**src/rtl/farret_pkg.sv**
```systemverilog
package farret_pkg;
  typedef enum logic [1:0] {
    FK_NONE = 2'd0,
    FK_GP   = 2'd1,
    FK_SS   = 2'd2,
    FK_NP   = 2'd3
  } fault_e;
endpackage

```
**src/rtl/farret_code_check.sv**
```systemverilog
module farret_code_check
  import farret_pkg::*;
#(
  parameter int SEL_W = 16,
  parameter int PL_W  = 2
) (
  input  logic             long_mode,
  input  logic [PL_W-1:0]  cur_pl,
  input  logic [SEL_W-1:0] gdt_limit,
  input  logic [SEL_W-1:0] ldt_limit,
  input  logic [SEL_W-1:0] sel,
  input  logic             is_code,
  input  logic             conf,
  input  logic             present,
  input  logic [PL_W-1:0]  dpl,
  input  logic             l_bit,
  input  logic             d_bit,
  output fault_e           kind,
  output logic [SEL_W-1:0] err,
  output logic             outer
);
  logic [PL_W-1:0]  rpl;
  logic [SEL_W-1:0] last_byte;
  logic [SEL_W-1:0] lim;
  logic [SEL_W-1:0] sel_err;
  logic             is_null;

  assign rpl       = sel[PL_W-1:0];
  assign is_null   = (sel[SEL_W-1:2] == '0);
  assign last_byte = {sel[SEL_W-1:3], 3'b111};
  assign lim       = sel[2] ? ldt_limit : gdt_limit;
  assign sel_err   = {sel[SEL_W-1:2], 2'b00};
  assign outer     = (rpl > cur_pl);

  // Checks in fixed priority: first match wins.
  always_comb begin
    kind = FK_NONE;
    err  = '0;
    if (is_null) begin
      kind = FK_GP;
    end else if (last_byte > lim) begin
      kind = FK_GP; err = sel_err;
    end else if (!is_code) begin
      kind = FK_GP; err = sel_err;
    end else if (long_mode && l_bit && d_bit) begin
      kind = FK_GP; err = sel_err;
    end else if (rpl < cur_pl) begin
      kind = FK_GP; err = sel_err;
    end else if (conf && (dpl > rpl)) begin
      kind = FK_GP; err = sel_err;
    end else if (!conf && (dpl != rpl)) begin
      kind = FK_GP; err = sel_err;
    end else if (!present) begin
      kind = FK_NP; err = sel_err;
    end
  end
endmodule

```
**src/rtl/farret_stack_check.sv**
```systemverilog
module farret_stack_check
  import farret_pkg::*;
#(
  parameter int SEL_W = 16,
  parameter int PL_W  = 2
) (
  input  logic [SEL_W-1:0] gdt_limit,
  input  logic [SEL_W-1:0] ldt_limit,
  input  logic [PL_W-1:0]  code_rpl,
  input  logic [SEL_W-1:0] sel,
  input  logic             is_data,
  input  logic             writable,
  input  logic             present,
  input  logic [PL_W-1:0]  dpl,
  output fault_e           kind,
  output logic [SEL_W-1:0] err
);
  logic [SEL_W-1:0] last_byte;
  logic [SEL_W-1:0] lim;
  logic [SEL_W-1:0] sel_err;
  logic             attr_bad;

  assign last_byte = {sel[SEL_W-1:3], 3'b111};
  assign lim       = sel[2] ? ldt_limit : gdt_limit;
  assign sel_err   = {sel[SEL_W-1:2], 2'b00};
  assign attr_bad  = (sel[PL_W-1:0] != code_rpl) || !is_data || !writable ||
                     (dpl != code_rpl);

  always_comb begin
    kind = FK_NONE;
    err  = '0;
    if (sel[SEL_W-1:2] == '0) begin
      kind = FK_GP;
    end else if (last_byte > lim) begin
      kind = FK_GP; err = sel_err;
    end else if (attr_bad) begin
      kind = FK_GP; err = sel_err;
    end else if (!present) begin
      kind = FK_SS; err = sel_err;
    end
  end
endmodule

```
**src/rtl/farret_dseg_scrub.sv**
```systemverilog
module farret_dseg_scrub #(
  parameter int PL_W     = 2,
  parameter int NUM_DSEG = 4
) (
  input  logic [PL_W-1:0]          new_pl,
  input  logic [NUM_DSEG-1:0]      loaded,
  input  logic [NUM_DSEG-1:0]      is_code,
  input  logic [NUM_DSEG-1:0]      conf,
  input  logic [NUM_DSEG*PL_W-1:0] dpl,
  output logic [NUM_DSEG-1:0]      mask
);
  for (genvar i = 0; i < NUM_DSEG; i++) begin : g_seg
    logic [PL_W-1:0] seg_dpl;
    assign seg_dpl = dpl[i*PL_W +: PL_W];
    // Conforming code stays usable at any level; everything else is tested.
    assign mask[i] = loaded[i] && !(is_code[i] && conf[i]) && (seg_dpl < new_pl);
  end
endmodule

```
**src/rtl/farret_priv_check.sv**
```systemverilog
module farret_priv_check
  import farret_pkg::*;
#(
  parameter int SEL_W    = 16,
  parameter int PL_W     = 2,
  parameter int NUM_DSEG = 4
) (
  input  logic                     clk,
  input  logic                     rst,
  input  logic                     in_valid,
  input  logic                     long_mode,
  input  logic [PL_W-1:0]          cur_pl,
  input  logic [SEL_W-1:0]         gdt_limit,
  input  logic [SEL_W-1:0]         ldt_limit,
  input  logic [SEL_W-1:0]         code_sel,
  input  logic                     code_is_code,
  input  logic                     code_conf,
  input  logic                     code_present,
  input  logic [PL_W-1:0]          code_dpl,
  input  logic                     code_l,
  input  logic                     code_d,
  input  logic [SEL_W-1:0]         stk_sel,
  input  logic                     stk_is_data,
  input  logic                     stk_writable,
  input  logic                     stk_present,
  input  logic [PL_W-1:0]          stk_dpl,
  input  logic [NUM_DSEG-1:0]      dseg_loaded,
  input  logic [NUM_DSEG-1:0]      dseg_is_code,
  input  logic [NUM_DSEG-1:0]      dseg_conf,
  input  logic [NUM_DSEG*PL_W-1:0] dseg_dpl,
  output logic                     out_valid,
  output logic [1:0]               fault_kind,
  output logic [SEL_W-1:0]         fault_code,
  output logic                     outer_ret,
  output logic [NUM_DSEG-1:0]      null_mask
);
  fault_e            c_kind, s_kind, n_kind;
  logic [SEL_W-1:0]  c_err, s_err, n_err;
  logic              c_outer, n_outer;
  logic [NUM_DSEG-1:0] raw_mask, n_mask;

  farret_code_check #(.SEL_W(SEL_W), .PL_W(PL_W)) u_code (
    .long_mode (long_mode),
    .cur_pl    (cur_pl),
    .gdt_limit (gdt_limit),
    .ldt_limit (ldt_limit),
    .sel       (code_sel),
    .is_code   (code_is_code),
    .conf      (code_conf),
    .present   (code_present),
    .dpl       (code_dpl),
    .l_bit     (code_l),
    .d_bit     (code_d),
    .kind      (c_kind),
    .err       (c_err),
    .outer     (c_outer)
  );

  farret_stack_check #(.SEL_W(SEL_W), .PL_W(PL_W)) u_stack (
    .gdt_limit (gdt_limit),
    .ldt_limit (ldt_limit),
    .code_rpl  (code_sel[PL_W-1:0]),
    .sel       (stk_sel),
    .is_data   (stk_is_data),
    .writable  (stk_writable),
    .present   (stk_present),
    .dpl       (stk_dpl),
    .kind      (s_kind),
    .err       (s_err)
  );

  farret_dseg_scrub #(.PL_W(PL_W), .NUM_DSEG(NUM_DSEG)) u_scrub (
    .new_pl  (code_sel[PL_W-1:0]),
    .loaded  (dseg_loaded),
    .is_code (dseg_is_code),
    .conf    (dseg_conf),
    .dpl     (dseg_dpl),
    .mask    (raw_mask)
  );

  // Merge: code faults first, stack only on the outer path.
  always_comb begin
    n_kind  = c_kind;
    n_err   = c_err;
    n_outer = 1'b0;
    n_mask  = '0;
    if (c_kind == FK_NONE && c_outer) begin
      n_kind = s_kind;
      n_err  = s_err;
      if (s_kind == FK_NONE) begin
        n_outer = 1'b1;
        n_mask  = raw_mask;
      end
    end
  end

  always_ff @(posedge clk) begin
    if (rst) begin
      out_valid  <= 1'b0;
      fault_kind <= FK_NONE;
      fault_code <= '0;
      outer_ret  <= 1'b0;
      null_mask  <= '0;
    end else begin
      out_valid <= in_valid;
      if (in_valid) begin
        fault_kind <= n_kind;
        fault_code <= n_err;
        outer_ret  <= n_outer;
        null_mask  <= n_mask;
      end
    end
  end
endmodule

```
**config.mk**
```make
export PLATFORM = sky130hd
export DESIGN_NAME = farret_priv_check
export DESIGN_NICKNAME = d
export VERILOG_FILES = /design/src/rtl/farret_pkg.sv /design/src/rtl/farret_code_check.sv /design/src/rtl/farret_stack_check.sv /design/src/rtl/farret_dseg_scrub.sv /design/src/rtl/farret_priv_check.sv
export SDC_FILE = /design/constraint.sdc
export NUM_CORES = 1
export LEC_CHECK = 0
export ABC_AREA = 0
export BUFFER_PORTS_ARGS = -buffer_cell sky130_fd_sc_hd__buf_2
export CAP_MARGIN = 20
export CORE_MARGIN = 2
export CORE_UTILIZATION = 39
export CTS_CLUSTER_DIAMETER = 200
export DETAILED_ROUTE_END_ITERATION = 12
export PLACE_DENSITY = 0.8
export SYNTH_ARGS = -nofsm -noshare
export SYNTH_HDL_FRONTEND = slang
export SYNTH_SLANG_ARGS = --single-unit
```
**constraint.sdc**
```tcl
create_clock -name clk -period 3.55 [get_ports clk]
set_input_delay 0.1775 -clock clk [delete_from_list [all_inputs] [get_ports clk]]
set_output_delay 0.1775 -clock clk [all_outputs]
set_load 0.1 [all_outputs]
```
==> impl_metrics.csv <==
group,metric,value,unit
outcome,status,"finished clean",
die,dieArea,6281,um^2
synthesis,netlist-cell-type-count,44,
pwr,switching_power,0.0003257,W
setup_path,startpoint_type,"input pin",
clocking,cts.sinks,22,
timing,setup_violations,0,
timing,relSlewSlack,0.4943,
pwr,p_int,0.0005403,W
timing,fmax,0.3528,GHz
layout,layout.nets,515,
layout,fin_cells,450,
pwr,seqPwrFrac,0.308,
global_routing,antenna_found_initial,0,
layout,antennaDiodeCount,0,
clocking,postCtsSetupBuffers,0,
worst_hold_path,hold_path_class,"input pin to register",
clocking,post_cts_resized,0,
setup_path,slowest_delay,0.57,ns
synthesis,synthTopCellsByArea,"dfxtp_1 20%, ha_1 19%, mux2i_1 17%",
drt,drcViolationCount,0,
synthesis,netlist_instances,261,
placed_design,dpl_worst_slack,0.4590,ns
placed_design,postPlaceCellArea,2872,um^2
timing,min_period,2.834,ns
drt,dr.pass1.iters,5,
synthesis,ys_seq_area_frac,0.1994,
synthesis,ys_warn_count,0,
clocking,cts_tree,"done",
global_routing,grt_pass1_wl,11110,um
setup_path,worstSetupEndpointType,"register",
setup_path,cpLargestDelayFamily,"compound AO/OA/AOI/OAI gates",
pwr,total_power,0.0008660,W
synthesis,yosysMostFrequentCell,"mux2i_1",
clocking,ctsRootBufferMaster,"clkbuf_8",
synthesis,ys.flop_type,"dfxtp_1",
setup_path,required,3.68,ns
clocking,h-tree-depth,1,
timing,rsz0062_at_grt,"no",
global_routing,grt_pass1_vias,2456,
timing,finalClockSkew,0,ns
global_routing,grt_overflow,0,
synthesis,synth_top_area_frac,0.1994,
die,die_x,79.25,um
clocking,clockBufferDepth,2,
timing,tns,0,ns
drt,vias,2477,
global_routing,grt_start_max_net_pins,40,
pwr,p_leak,1.510,nW
setup_path,worstPathCellList,"buf_2, mux2i_1, ha_1, a21oi_1, o21ai_0, or3_2, o211ai_1, a41o_1, o22ai_1",
die,num_io_pins,126,
pwr,clockPowerShare,0.268,
synthesis,async_flop_share,0,
placed_design,port-buffer-count,123,
layout,design_area,2943,um^2
placed_design,place_hpwl,5743,um
drt,routed_wl,6732,um
setup_path,cp.arrival,2.96,ns
clocking,cts_made_buffers,3,
timing,finalCritPeriodShare,0.7984,
layout,drive_gt1_frac,0.3545,
layout,area_growth,33.26,%
die,initial_core_util,0.4035,
setup_path,cp_num_buf_inv,1,
synthesis,synth_area_per_cell,8.461,um^2
placed_design,placedCellCount,446,
pwr,combPwrFrac,0.424,
setup_path,path_class,"input pin to register",
synthesis,synth_seq_cells,22,
global_routing,grt.total_usage,0.2184,
timing,timing_hold_violations_final,0,
flow_run,max_cap_viol_count,0,
die,rows,27,
clocking,clk_pin_slew,0.09,ns
pwr,switching_share,0.3761,
die,coreArea,5473,um^2
synthesis,netlist_area,2208,um^2
clocking,cts_hold_buf,0,
pwr,peakVddDrop,214.3,uV
pwr,power-per-cell-area,294.3,nW/um^2
die,die_h,79.25,um
drt,vias_per_cell,5.504,
timing,worstMarginPinSlew,0.7585,ns
timing,final.setup.worst_slack,0.7155,ns
drt,ant_nets,0,
synthesis,synth_edf_count,0,
clocking,insertion_delay,0.26,ns
drt,drt-wirelength-per-cell,14.96,um
placed_design,place_congestion,0.8478,
synthesis,synth_area_leader_cell,"dfxtp_1",
timing,drv_slew,0,
drt,drt_iter0_markers,190,
synthesis,ys_top_cells_by_count,"38 x mux2i_1, 34 x ha_1, 24 x o21ai_0, 22 x dfxtp_1, 17 x nand2_1",
setup_path,path_max_fanout,17,
setup_path,crit_slowest_cell,"a41o_1",
==> worst paths after layout <==
kind | start | end | slack, ns | cells after the start
worst min register to register | null_mask[2] | null_mask[2] | 0.46 | 2
worst min-delay path | stk_sel[11] | fault_code[11] | 0.22 | 3
worst max register to register | fault_code[9] | fault_code[9] | 2.82 | 2
worst max-delay path | code_sel[2] | fault_code[5] | 0.72 | 9
==> power groups by stage <==
stage	sequential (W)	combinational, W	clock, W
final	0.000267	0.000367	0.000232
after global routing	0.000269	0.000404	0.000243
after CTS	0.000267	0.000367	0.000235
after detailed placement	0.000272	0.000366	0
after global placement	0.000272	0.000356	0
after floorplan	0.000359	0.000159	0
==> layout make-up <==
| class | instances | area (um^2) |
|---|---|---|
| fillers | 557 | 2530 |
| multi-input cells | 216 | 1673 |
| repair buffers | 124 | 623.1 |
| flip-flops and latches | 22 | 440.4 |
| well taps | 72 | 90.09 |
| inverters | 12 | 45.04 |
| clock buffers | 3 | 41.29 |
| clock inverters | 1 | 30.03 |
==> sequential cells by signal, indices dropped and copies added (netlist names) <==
name / count
fault_kind: 2
out_valid: 1
null_mask: 4
fault_code: 14
outer_ret: 1
==> logic make-up after synthesis <==
| family | count (synthesis) | share of synthesized area |
|---|---|---|
| and+or+nand+nor | 71 | 0.1819 |
| DFF | 22 | 0.1994 |
| muxes | 40 | 0.1824 |
| buffers and inverters | 24 | 0.04475 |
| other | 1 | 0.001698 |
| adders and majority gates | 34 | 0.1926 |
| AOI/OAI and AO/OA | 69 | 0.1972 |
==> through the flow <==
stage               utilization  hold WS, ns
CTS                      0.5377       0.2169
global route             0.5377       0.2244
global placement         0.5247       0.4439
detailed placement       0.5247       0.4438
floorplan                     -       0.3356
finish                   0.5377       0.2202
==> layout by cell type, fill, tap and decap left out, types with 3 or more instances in the layout <==
cell | Yosys | final
o21ai_0 | 24 | 24
nor2_1 | 6 | 6
nand3_1 | 9 | 9
o22ai_1 | 14 | 14
clkbuf_8 | 0 | 3
nor2b_1 | 3 | 3
a21oi_1 | 8 | 8
buf_2 | 1 | 123
mux2i_1 | 38 | 38
nand2_1 | 17 | 17
o31ai_1 | 5 | 5
nor4_1 | 7 | 7
a211oi_1 | 5 | 5
ha_1 | 34 | 34
nand4_1 | 11 | 11
and4_1 | 3 | 3
dfxtp_1 | 22 | 22
inv_1 | 12 | 12
==> worst min-delay path, cell delays in order <==
cell     delay [ns]
buf_2          0.12
o21ai_0        0.07
o22ai_1        0.07
==> layer usage <==
layer	GRT usage	up-vias	wire length, um
li1	-	1250	-
met1	0.2775	1116	2918
met2	0.3644	99	3182
met4	0.06897	0	136
met5	0	-	0
met3	0.05114	12	494
No activity file was read; power rests on OpenSTA's default activity.
